[config.mk]
export PLATFORM = sky130hd
export DESIGN_NAME = pwr_wake_seq
export DESIGN_NICKNAME = d
export VERILOG_FILES = /design/src/rtl/pwr_wake_pkg.sv /design/src/rtl/wake_sync.sv /design/src/rtl/wake_regs.sv /design/src/rtl/wake_fsm.sv /design/src/rtl/pwr_wake_seq.sv
export SDC_FILE = /design/constraint.sdc
export NUM_CORES = 1
export LEC_CHECK = 0
export BUFFER_PORTS_ARGS = -buffer_cell sky130_fd_sc_hd__buf_2
export CAP_MARGIN = 40
export CORE_MARGIN = 3
export CORE_UTILIZATION = 38
export DETAILED_ROUTE_END_ITERATION = 16
export PLACE_DENSITY = 0.58
export SYNTH_ARGS = -nofsm -noshare
export SYNTH_HDL_FRONTEND = slang
export SYNTH_SLANG_ARGS = --single-unit
[constraint.sdc]
create_clock -name clk -period 2 [get_ports clk]
set_input_delay 0.2 -clock clk [delete_from_list [all_inputs] [get_ports clk]]
set_output_delay 0.2 -clock clk [all_outputs]
set_load 0.03 [all_outputs]
[src/rtl/pwr_wake_pkg.sv]
package pwr_wake_pkg;

    typedef enum logic [2:0] {
        ST_RUN,
        ST_SLEEP,
        ST_OSC_WAIT,
        ST_PLL_WAIT,
        ST_IRQ
    } seq_state_e;

    localparam int NUM_SRC  = 3;
    localparam int SRC_BUS  = 0;
    localparam int SRC_MAIN = 1;
    localparam int SRC_AUX  = 2;

    localparam logic [1:0] ADDR_CTRL  = 2'd0;
    localparam logic [1:0] ADDR_CFG   = 2'd1;
    localparam logic [1:0] ADDR_STAT  = 2'd2;
    localparam logic [1:0] ADDR_DELAY = 2'd3;

    localparam int CFG_MAIN_POL = 0;
    localparam int CFG_AUX_POL  = 1;
    localparam int CFG_AUX_GPIO = 2;
    localparam int CFG_W        = 3;

endpackage

[src/rtl/wake_sync.sv]
module wake_sync
    import pwr_wake_pkg::*;
#(
    parameter int SYNC_STAGES = 2
) (
    input  logic               clk,
    input  logic               rst_n,
    input  logic [NUM_SRC-1:0] raw_i,
    input  logic [NUM_SRC-1:0] act_high_i,
    input  logic [NUM_SRC-1:0] enable_i,
    output logic [NUM_SRC-1:0] req_o
);

    typedef struct packed {
        logic [SYNC_STAGES-1:0][NUM_SRC-1:0] pipe;
    } sync_t;

    sync_t sync_d, sync_q;

    always_comb begin
        sync_d = sync_q;
        sync_d.pipe[0] = raw_i;
        for (int s = 1; s < SYNC_STAGES; s++) begin
            sync_d.pipe[s] = sync_q.pipe[s-1];
        end
    end

    always_ff @(posedge clk or negedge rst_n) begin
        if (!rst_n) sync_q <= '0;
        else        sync_q <= sync_d;
    end

    for (genvar g = 0; g < NUM_SRC; g++) begin : g_qual
        logic lvl;
        assign lvl      = sync_q.pipe[SYNC_STAGES-1][g];
        assign req_o[g] = enable_i[g] & (act_high_i[g] ? lvl : ~lvl);
    end

endmodule

[src/rtl/wake_regs.sv]
module wake_regs
    import pwr_wake_pkg::*;
#(
    parameter int DATA_W    = 8,
    parameter int CNT_W     = 8,
    parameter int DEF_DELAY = 16
) (
    input  logic               clk,
    input  logic               rst_n,
    input  logic               wr_i,
    input  logic [1:0]         addr_i,
    input  logic [DATA_W-1:0]  wdata_i,
    output logic [DATA_W-1:0]  rdata_o,
    input  logic [NUM_SRC-1:0] flag_set_i,
    input  logic               pd_clr_i,
    output logic               pd_req_o,
    output logic [CFG_W-1:0]   cfg_o,
    output logic [CNT_W-1:0]   delay_o
);

    typedef struct packed {
        logic               pd;
        logic [CFG_W-1:0]   cfg;
        logic [NUM_SRC-1:0] stat;
        logic [CNT_W-1:0]   dly;
    } regs_t;

    regs_t regs_d, regs_q;

    always_comb begin
        regs_d = regs_q;
        if (wr_i) begin
            case (addr_i)
                ADDR_CTRL:  if (wdata_i[0]) regs_d.pd = 1'b1;
                ADDR_CFG:   regs_d.cfg  = wdata_i[CFG_W-1:0];
                ADDR_STAT:  regs_d.stat = regs_q.stat & ~wdata_i[NUM_SRC-1:0];
                default:    regs_d.dly  = wdata_i[CNT_W-1:0];
            endcase
        end
        regs_d.stat = regs_d.stat | flag_set_i;
        if (pd_clr_i) regs_d.pd = 1'b0;
    end

    always_ff @(posedge clk or negedge rst_n) begin
        if (!rst_n) begin
            regs_q      <= '0;
            regs_q.dly  <= CNT_W'(DEF_DELAY);
        end else begin
            regs_q <= regs_d;
        end
    end

    always_comb begin
        case (addr_i)
            ADDR_CTRL:  rdata_o = DATA_W'(regs_q.pd);
            ADDR_CFG:   rdata_o = DATA_W'(regs_q.cfg);
            ADDR_STAT:  rdata_o = DATA_W'(regs_q.stat);
            default:    rdata_o = DATA_W'(regs_q.dly);
        endcase
    end

    assign pd_req_o = regs_q.pd;
    assign cfg_o    = regs_q.cfg;
    assign delay_o  = regs_q.dly;

    // flags are only latched while power-down is requested
    p_flags_only_asleep_r9: assert property (@(posedge clk) disable iff (!rst_n)
        (|flag_set_i) |-> regs_q.pd);

    // auxiliary flag never set in general-purpose mode
    p_aux_gpio_quiet_r7: assert property (@(posedge clk) disable iff (!rst_n)
        flag_set_i[SRC_AUX] |-> !regs_q.cfg[CFG_AUX_GPIO]);

endmodule

[src/rtl/wake_fsm.sv]
module wake_fsm
    import pwr_wake_pkg::*;
#(
    parameter int CNT_W = 8
) (
    input  logic               clk,
    input  logic               rst_n,
    input  logic               pd_req_i,
    input  logic [NUM_SRC-1:0] wake_req_i,
    input  logic               pll_locked_i,
    input  logic [CNT_W-1:0]   delay_i,
    output logic               osc_en_o,
    output logic               pll_en_o,
    output logic               irq_o,
    output logic               pd_clr_o,
    output logic [NUM_SRC-1:0] flag_set_o
);

    typedef struct packed {
        seq_state_e       st;
        logic [CNT_W-1:0] cnt;
    } fsm_t;

    fsm_t fsm_d, fsm_q;

    always_comb begin
        fsm_d      = fsm_q;
        flag_set_o = '0;
        irq_o      = 1'b0;
        pd_clr_o   = 1'b0;
        case (fsm_q.st)
            ST_RUN: begin
                if (pd_req_i) fsm_d.st = ST_SLEEP;
            end
            ST_SLEEP: begin
                if (|wake_req_i) begin
                    fsm_d.st   = ST_OSC_WAIT;
                    fsm_d.cnt  = delay_i;
                    flag_set_o = wake_req_i;
                end
            end
            ST_OSC_WAIT: begin
                if (fsm_q.cnt == '0) fsm_d.st  = ST_PLL_WAIT;
                else                 fsm_d.cnt = fsm_q.cnt - 1'b1;
            end
            ST_PLL_WAIT: begin
                if (pll_locked_i) fsm_d.st = ST_IRQ;
            end
            ST_IRQ: begin
                irq_o    = 1'b1;
                pd_clr_o = 1'b1;
                fsm_d.st = ST_RUN;
            end
            default: fsm_d.st = ST_RUN;
        endcase
    end

    always_ff @(posedge clk or negedge rst_n) begin
        if (!rst_n) begin
            fsm_q.st  <= ST_RUN;
            fsm_q.cnt <= '0;
        end else begin
            fsm_q <= fsm_d;
        end
    end

    assign osc_en_o = (fsm_q.st != ST_SLEEP);
    assign pll_en_o = (fsm_q.st == ST_RUN) || (fsm_q.st == ST_PLL_WAIT) ||
                      (fsm_q.st == ST_IRQ);

    // interrupt only follows a sampled lock
    p_irq_after_lock_r5: assert property (@(posedge clk) disable iff (!rst_n)
        irq_o |-> $past(pll_locked_i));

    // no wake sequence starts unless power-down was requested
    p_sleep_needs_req_r2: assert property (@(posedge clk) disable iff (!rst_n)
        (fsm_q.st == ST_SLEEP) |-> pd_req_i);

endmodule

[src/rtl/pwr_wake_seq.sv]
module pwr_wake_seq
    import pwr_wake_pkg::*;
#(
    parameter int DATA_W      = 8,
    parameter int CNT_W       = 8,
    parameter int DEF_DELAY   = 16,
    parameter int SYNC_STAGES = 2
) (
    input  logic              clk,
    input  logic              rst_n,
    input  logic              reg_wr,
    input  logic [1:0]        reg_addr,
    input  logic [DATA_W-1:0] reg_wdata,
    output logic [DATA_W-1:0] reg_rdata,
    input  logic              bus_activity,
    input  logic              main_wake_pin,
    input  logic              aux_wake_pin,
    input  logic              pll_locked,
    output logic              osc_en,
    output logic              pll_en,
    output logic              wake_irq
);

    logic [NUM_SRC-1:0] raw_src, act_high, src_en, wake_req, flag_set;
    logic [CFG_W-1:0]   cfg;
    logic [CNT_W-1:0]   delay;
    logic               pd_req, pd_clr;

    always_comb begin
        raw_src            = '0;
        raw_src[SRC_BUS]   = bus_activity;
        raw_src[SRC_MAIN]  = main_wake_pin;
        raw_src[SRC_AUX]   = aux_wake_pin;
        act_high           = '0;
        act_high[SRC_BUS]  = 1'b1;
        act_high[SRC_MAIN] = cfg[CFG_MAIN_POL];
        act_high[SRC_AUX]  = cfg[CFG_AUX_POL];
        src_en             = '1;
        src_en[SRC_AUX]    = ~cfg[CFG_AUX_GPIO];
    end

    wake_sync #(.SYNC_STAGES(SYNC_STAGES)) u_sync (
        .clk        (clk),
        .rst_n      (rst_n),
        .raw_i      (raw_src),
        .act_high_i (act_high),
        .enable_i   (src_en),
        .req_o      (wake_req)
    );

    wake_regs #(.DATA_W(DATA_W), .CNT_W(CNT_W), .DEF_DELAY(DEF_DELAY)) u_regs (
        .clk        (clk),
        .rst_n      (rst_n),
        .wr_i       (reg_wr),
        .addr_i     (reg_addr),
        .wdata_i    (reg_wdata),
        .rdata_o    (reg_rdata),
        .flag_set_i (flag_set),
        .pd_clr_i   (pd_clr),
        .pd_req_o   (pd_req),
        .cfg_o      (cfg),
        .delay_o    (delay)
    );

    wake_fsm #(.CNT_W(CNT_W)) u_fsm (
        .clk          (clk),
        .rst_n        (rst_n),
        .pd_req_i     (pd_req),
        .wake_req_i   (wake_req),
        .pll_locked_i (pll_locked),
        .delay_i      (delay),
        .osc_en_o     (osc_en),
        .pll_en_o     (pll_en),
        .irq_o        (wake_irq),
        .pd_clr_o     (pd_clr),
        .flag_set_o   (flag_set)
    );

    // PLL only comes up with the oscillator already running
    p_pll_after_osc_r4: assert property (@(posedge clk) disable iff (!rst_n)
        $rose(pll_en) |-> $past(osc_en));

    // single-cycle interrupt
    p_irq_pulse_r5: assert property (@(posedge clk) disable iff (!rst_n)
        wake_irq |=> !wake_irq);

    // power-down request is gone after the interrupt
    p_pd_selfclear_r8: assert property (@(posedge clk) disable iff (!rst_n)
        wake_irq |=> !pd_req);

    // both clock enables are off together while sleeping
    p_clocks_off_r2: assert property (@(posedge clk) disable iff (!rst_n)
        !osc_en |-> !pll_en);

endmodule

* Word-level counts from Yosys, hierarchy flattened
Index checks and enable logic that the tools add are counted.
Word-level totals: output and inout bits 11, logic and storage cells 65, flip-flop bits (word level) 32
Operators by class: $add $sub $neg 1, mux-type cells 20, reduce and logical (&&, ||, !) cells 16, equality and inequality tests 12, bitwise logic cells 8
Operator list (number):
- $pmux 8 s3 | 1
- $mux 3 | 7
- $mux 8 | 2
- $pmux 8 s2 | 1
- $mux 15 | 1
- $pmux 3 s4 | 1
- $mux 11 | 1
- $logic_not 8->1 | 1
- $reduce_bool 2->1 | 4
- $sub 8x1->8 const B | 1
- $eq 3x2->1 const B | 2
- $mux 1 | 6
- $ne 2x2->1 const B | 3
- $reduce_and 3->1 | 2
- $reduce_or 3->1 | 2
- $ne 2x1->1 const B | 2
- $not 1->1 | 4
- $reduce_and 2->1 | 2
- $reduce_and 4->1 | 1
- $and 3x3->3 | 1
- $eq 3x1->1 const B | 1
- $eq 3x3->1 const B | 1
- $logic_not 3->1 | 1
- $ne 3x1->1 const B | 1
- other kinds (7) | 8

* Depth between registers and ports, before layout
Gate-level depths: netlist of the first run.
depth in word-level cells 7, gate-level depth with buffers 6

* By module
Synthesis of the first run repeated with hierarchy kept, for this count alone.
Unflattened totals: cell total of the unflattened synthesis 165, area total of the unflattened synthesis 1828.0 um^2
Modules (own cells, without submodules):
- wake_fsm | times used 1, cells an instance 87, area each 814.5 um^2
- wake_regs | times used 1, cells an instance 64, area each 810.8 um^2
- wake_sync | times used 1, cells an instance 12, area each 195.2 um^2
- pwr_wake_seq | times used 1, cells an instance 2, area each 7.5 um^2

* Least setup slack after synthesis of the first run
OpenSTA, ideal clock, no wires.
kind reg2reg, start reg u_fsm.fsm_q[0] (netlist name), end reg u_fsm.fsm_q[6] (netlist name), required time 1877 ps, arrival 1639 ps, path slack 238 ps, clock period less this slack 1762 ps, stages on the path, launching flop included 7, cell sequence dfrtp_1 inv_1 ha_1 or3b_2 or4_1 o21ai_1 a21oi_1
On the way: cells in the longest elaborated chain, start to end 3, elaborated cells between the ends (all ways) 6, those cells by class add/sub (1); eq/ne (1); mux (2); reduce/logical (2)
Ends and longest elaborated chain:
- start: declaration | line wake_fsm.sv:24 | fsm_t fsm_d, fsm_q;
- start signal: assignment | line wake_fsm.sv:63 | fsm_q <= fsm_d;
- $sub 8x1->8 or $logic_not 8->1 (tied branches) | line wake_fsm.sv:44, wake_fsm.sv:43
- $mux 8 or $ne 2x2->1 (tied branches)
- $pmux 8 s2 or $reduce_and 3->1 (tied branches)
Parallel ways exist; a longest one is shown, timed or not. The select of a mux whose other input is x is not followed. A chain may end at the register's enable or synchronous reset.

* Worst setup path after layout of the first run
Same ends and word-level chain as after synthesis.

==> metrics.cfg, run 1 <==
[power_and_ir_drop]
p_switching_uw=1157
clock_power_share_pct=22.4
ir_worst_vdd_mv=0.6159
p_comb_share_pct=41.9
seqPwrFrac_pct=35.7
p_int_uw=1857
powerDensity_nw_per_um2=1501
swShare_pct=38.40
p_leak_uw=0.0009163

[cts]
clock_path_buffers=2
cts.sinks=32
htree_levels=2
cts_setup_buffers=0
cts_buffers=5
clock_latency_ns=0.28
root_buffer=clkbuf_8
cts_tree=done
cts.reportedPaths.clkPinSlew_ns=0.07

[sta]
setup_viol=0
setup_tns_ns=0
max_freq_mhz=532.6
fin_crit_ns=1.878
final_hold_viol_count=0
fin_skew_ns=0.006238
slew_headroom_pct=53.55
finalMaxSlewViolations=0
fin_crit_sh_pct=93.88
rsz0062_at_grt=false
tightestPinTransition_ns=0.6967

[status]
status=complete, no violations

[placement]
dpl_cell_area_um2=1872
globalplace.congestion=0.8848
dp.cells=227
dpl.hpwl_um=2875
portBuffers=27

[setup_path]
worst_path_max_delay_cell=or3b_2
critical_path_peak_fanout=5
slowest_delay_ns=0.50
path_delay_family=simple AND/OR/NAND/NOR gates
cp.required_ns=2.16
path_buf_inv=1
path_cells=inv_1, ha_1, or3b_2, or4_1, o21ai_1, a21oi_1
worstSetupPathType=register to register
cp-start-kind=register
cp_data_arrival_time_ns=2.04
endpoint_kind=register

[floorplan]
io_pins=28
core_um2=4115
die_x_um=72.05
die_area_um2=5191
rows=23
fp.dieH_um=72.05
initial_core_util_pct=40.29

[final_layout]
fin_cells=236
num_antenna_cells=0
area.growth.synth_to_final_pct=21.13
finalNetCount=204
drive_above_1_share_pct=34.41
stdcell_area_um2=2008

[global_routing]
grt_util_all_layers_pct=16.58
overflow=0
antenna_found_initial=0
grt_pass1_vias=1389
grt_pass1_wl_um=6741
grt_max_degree=33

[synthesis]
yosysSeqAreaShare_pct=48.38
synth.most_common_cell=dfrtp_1
synthTopCellsByCount=31 x dfrtp_1, 13 x mux2_2, 13 x nand2_1
synth_top_area_share_pct=46.79
synth_flop_cell=dfrtp_1
async_flop_share_pct=100.0
yosysUniqueCellTypes=49
netlist_instances=149
synth_nets=168
synth-edff-count=0
yosysWarningCount=0
synth.largest_area_cell=dfrtp_1
synthTopCellsByArea=dfrtp_1 47%, mux2_2 8.8%, nand2_1 2.9%, o2bb2ai_1 2.1%, and3_1 1.9%
synth.avg_cell_area_um2=11.13
synthesis.area_um2=1658
yosys_register_bits=32

[drt]
drtAntennaViolNets=0
num_vias=1308
wl_um=3876
drc=0
drtIter0Drc=92
avgRoutedWirePerCell_um=16.42
via_per_inst=5.542
drt-pass1-iter-count=4

[job]
drv_cap=0

[hold_path]
holdCritPathClass=input pin to register

cell type report:
cell class / count / area [µm²]
clock buffer: 7 / 96.34
tap: 50 / 62.56
timing repair buffer: 35 / 197.7
inverter: 7 / 26.28
fill: 370 / 2107
multi-input combinational: 104 / 793.3
clock inverter: 1 / 30.03
sequential: 32 / 802.0
power groups by stage:
stage / logic [µW] / clock network, µW / registers (µW)
CTS: 1260 / 689 / 1070
floorplan: 974 / 0 / 983
global route: 1380 / 726 / 1110
finish: 1260 / 676 / 1070
detailed placement: 1250 / 0 / 1080
global placement: 1230 / 0 / 1070
kinds of logic after synthesis:
family	count (synthesis)	share of synthesized area, %
mux	15	10.79
fa+ha+maj	2	1.509
flops	32	48.38
buf+inv	13	3.774
simple gates	47	16.68
compound gates	38	17.81
xor+xnor	2	1.057
worst reg2reg max path, stage by stage, from the launching register on:
cell,delay [ns]
dfrtp_1,0.42
inv_1,0.10
ha_1,0.19
or3b_2,0.50
or4_1,0.40
o21ai_1,0.09
a21oi_1,0.07
metrics by stage:
| step | setup WS [ns] | utilization [%] | hold slack [ns] | total power (µW) |
|---|---|---|---|---|
| 2_1_floorplan | 0.2379 | - | -0.09559 | 1957 |
| 3_3_place_gp | 0.1927 | 45.48 | 0.2872 | 2296 |
| 3_5_place_dp | 0.1605 | 45.48 | 0.2948 | 2333 |
| 4_1_cts | 0.1452 | 48.80 | 0.01657 | 3020 |
| 5_1_grt | 0.02421 | 48.80 | 0.009382 | 3217 |
| 6_report | 0.1224 | 48.80 | 0.02642 | 3014 |
placed cells by master (no fill, tap or decap), drive strengths merged, types with 2 or more instances in the layout:
master,Yosys,layout
a2111oi,2,2
a21oi,7,7
a22o,2,2
a22oi,2,2
a31oi,2,2
and3,5,5
buf,4,34
clkbuf,2,7
dfrtp,31,31
ha,2,2
inv,7,7
mux2,13,13
nand2,13,13
nand2b,3,3
nand3,3,3
nand3b,2,2
nor2,7,7
nor2b,2,2
nor3b,3,3
o211ai,4,4
o21ai,5,5
o2bb2ai,5,5
o31ai,2,2
or3b,2,2
or4,2,2
xor2,2,2
timing repair:
action	in CTS	in global routing
hold buffers	1	0
setup endpoints to repair	0	0
endpoints found under the hold margin	31	0
resized for setup	0	0
path summary, 6_finish.rpt:
kind | startpoint | to | slack [ns] | cells after the start
worst max-delay path | u_fsm.fsm_q[0] | u_fsm.fsm_q[6] | 0.12 | 6
worst min-delay path | aux_wake_pin | u_sync.sync_d[5] | 0.03 | 1
worst max register to register | u_fsm.fsm_q[0] | u_fsm.fsm_q[6] | 0.12 | 6
worst min register to register | u_sync.sync_d[4] | u_sync.g_qual[1].lvl | 0.36 | 0
max in group asynchronous | rst_n | u_regs.delay_o[7] | 1.05 | 2
min in group asynchronous | rst_n | u_fsm.fsm_q[10] | 0.50 | 2
flip-flops by register name, summed over array words and instances, names as in the netlist:
register	flops
u_sync.g_qual.lvl	3
u_regs.delay_o	8
u_regs.pd_req_o	1
u_sync.sync_d	3
u_fsm.fsm_q	11
u_regs.cfg_o	3
u_regs.regs_q	3
layer usage:
| metal | part of all wire [%] | global-route usage (%) | up-vias |
|---|---|---|---|
| li1 | - | - | 620 |
| met1 | 44 | 21.45 | 652 |
| met2 | 51 | 27.14 | 31 |
| met3 | 3.9 | 4.017 | 5 |
| met4 | 0.95 | 5.846 | 0 |
| met5 | 0 | 0 | - |
Note: power is estimated with default switching activity, not from simulation.
==> run 2: changes to the inputs <==
Settings changed: CELL_PAD_IN_SITES_DETAIL_PLACEMENT set to 1, CELL_PAD_IN_SITES_GLOBAL_PLACEMENT set to 2, CORE_UTILIZATION 38 to 36, CTS_BUF_LIST set to sky130_fd_sc_hd__clkbuf_8 sky130_fd_sc_hd__clkbuf_16, HOLD_SLACK_MARGIN set to 0.05, PLACE_DENSITY 0.58 to 0.79.
==> run 2 against run 1 <==
Clock-buffer cell count shrank 2. Clock skew fell by 0.0021 ns. Global-route usage increased by 0.79 points. Combinational power about the same. Register-to-register slack hardly changed. Routed wire length increased by 6.2%. Final cell count rose by 2.1%. Hold slack better by 0.12 ns. Non-clock buffer count grew 3. Sequential share of layout area shrank 0.27 points. Via count decreased by 0.46%. Critical path type unchanged. Largest cell class unchanged. Largest power group unchanged. Highest routed layer unchanged.
==> metrics.cfg, run 2 (synthesis gave the netlist of run 1 again) <==
[cts]
root_buffer=clkbuf_8  ; unchanged
cts.reportedPaths.clkPinSlew_ns=0.07  ; about the same
clock_latency_ns=0.28  ; about the same
cts.sinks=32  ; unchanged
cts_tree=done  ; unchanged
ctsHoldBuffers=4  ; was 1
cts_resized=0  ; unchanged
cts_buffers=5  ; unchanged
cts_setup_buffers=0  ; unchanged
clock_path_buffers=2  ; unchanged
htree_levels=2  ; unchanged

[drt]
via_per_inst=5.402  ; was 5.542
wl_um=4118  ; was 3876 µm
drtAntennaViolNets=0  ; unchanged
drt-pass1-iter-count=4  ; unchanged
num_vias=1302  ; was 1308
avgRoutedWirePerCell_um=17.09  ; was 16.42 µm
drc=0  ; unchanged
drtIter0Drc=55  ; was 92

[global_routing]
overflow=0  ; unchanged
grt_max_degree=33  ; unchanged
grt_pass1_vias=1403  ; was 1389
grt_pass1_wl_um=7051  ; was 6741 µm
antenna_found_initial=0  ; unchanged
grt_util_all_layers_pct=17.36  ; was 16.58%

[floorplan]
die_x_um=73.86  ; was 72.05 µm
io_pins=28  ; unchanged
initial_core_util_pct=37.56  ; was 40.29%
fp.dieH_um=73.86  ; was 72.05 µm
rows=24  ; was 23
core_um2=4414  ; was 4115 µm²
die_area_um2=5455  ; was 5191 µm²

[sta]
slew_headroom_pct=51.72  ; was 53.55%
fin_crit_sh_pct=94.59  ; was 93.88%
final_hold_viol_count=0  ; unchanged
fin_ws_ns=0.1082  ; was 0.1224 ns
max_freq_mhz=528.6  ; was 532.6 MHz
fin_skew_ns=0.004136  ; was 0.006238 ns
setup_tns_ns=0  ; unchanged
fin_crit_ns=1.892  ; was 1.878 ns
setup_viol=0  ; unchanged
finalMaxSlewViolations=0  ; unchanged
rsz0062_at_grt=false  ; unchanged
tightestPinTransition_ns=0.7241  ; was 0.6967 ns

[job]
drv_cap=0  ; unchanged

[final_layout]
layout_commonest_cell=dfrtp_1  ; unchanged
most-common-layout-cells=31 x dfrtp_1, 27 x buf_2, 13 x mux2_2, 13 x nand2_1, 8 x inv_1  ; was 31 x dfrtp_1, 27 x buf_2, 13 x mux2_2, 13 x nand2_1
drive_above_1_share_pct=33.33  ; was 34.41%
finalNetCount=207  ; was 204
area.growth.synth_to_final_pct=21.96  ; was 21.13%
regMostFlops=u_fsm.fsm_q  ; unchanged
largest_reg_flops=11  ; unchanged
num_antenna_cells=0  ; unchanged

[setup_path]
cp-start-kind=register  ; unchanged
cp.required_ns=2.17  ; was 2.16 ns
r2r_cells=6  ; unchanged
cp_data_arrival_time_ns=2.06  ; was 2.04 ns
worstSetupPathType=register to register  ; unchanged
critical_path_peak_fanout=5  ; unchanged
endpoint_kind=register  ; unchanged

[power_and_ir_drop]
p_leak_uw=0.0009237  ; was 0.0009163 µW
powerDensity_nw_per_um2=1464  ; was 1501 nW/µm²
ir_worst_vdd_mv=0.4970  ; was 0.6159 mV

[placement]
portBuffers=27  ; unchanged
place_ws_ns=0.1153  ; was 0.1605 ns
globalplace.congestion=0.8715  ; was 0.8848
dpl.hpwl_um=3107  ; was 2875 µm

[hold_path]
holdCritPathClass=input pin to register  ; unchanged
holdPathStages=2  ; was 1

[status]
status=complete, no violations  ; unchanged

run 2: cell types whose count changed in the layout (fill, tap and decap cells not counted):
cell | before | now
clkinv_2 | 0 | 1
dlygate4sd3_1 | 1 | 4
inv_1 | 7 | 8
clkbuf_8 | 7 | 5
run 2: area by class of cell:
class                      instances  area [µm²]
sequential                        32       802.0
tap                               52       65.06
clock buffer                       5       68.82
multi-input combinational        104       793.3
inverter                           7       26.28
clock inverter                     3       38.79
timing repair buffer              38       227.7
fill                             516        2392
run 2: through the flow:
step                total power, µW  cells  cell area (µm²)  util (%)  hold slack (ns)
floorplan                      1957    149             1658         -         -0.09559
global route                   3173    241             2022     45.81           0.1359
global placement               2312    229             1874     42.46           0.3000
finish                         2959    241             2022     45.81           0.1479
detailed placement             2365    229             1874     42.46           0.3061
CTS                            2990    241             2022     45.81           0.1424
run 2: worst max-delay path: stages, from the launching register on:
cell and delay (ns):
dfrtp_1 0.42, inv_1 0.10, ha_1 0.19, or3b_2 0.49
or4_1 0.41, o21ai_1 0.10, a21oi_1 0.08
run 2: power breakdown:
part	switching [µW]	internal [µW]
clock	243	364
combinational	699	573
sequential	232	848
run 2: final timing paths:
path | from | end | slack [ns]
min | reg_wdata[3] | u_regs.delay_o[3] | 0.15
min reg2reg | u_sync.sync_d[5] | u_sync.g_qual[2].lvl | 0.35
max reg2reg | u_fsm.fsm_q[0] | u_fsm.fsm_q[6] | 0.11
max in group asynchronous | rst_n | u_regs.delay_o[7] | 1.02
max | u_fsm.fsm_q[0] | u_fsm.fsm_q[6] | 0.11
min in group asynchronous | rst_n | u_fsm.fsm_q[9] | 0.51
run 2: layer usage:
layer  part of all wire, %  track usage, %  wire length [µm]  up-vias
li1                      -               -                 -      627
met1                    45           21.62              1871      652
met2                    51           28.64              2086       17
met3                   2.5           4.514               105        6
met4                   1.3           6.640                55        0
met5                     0               0                 0        -
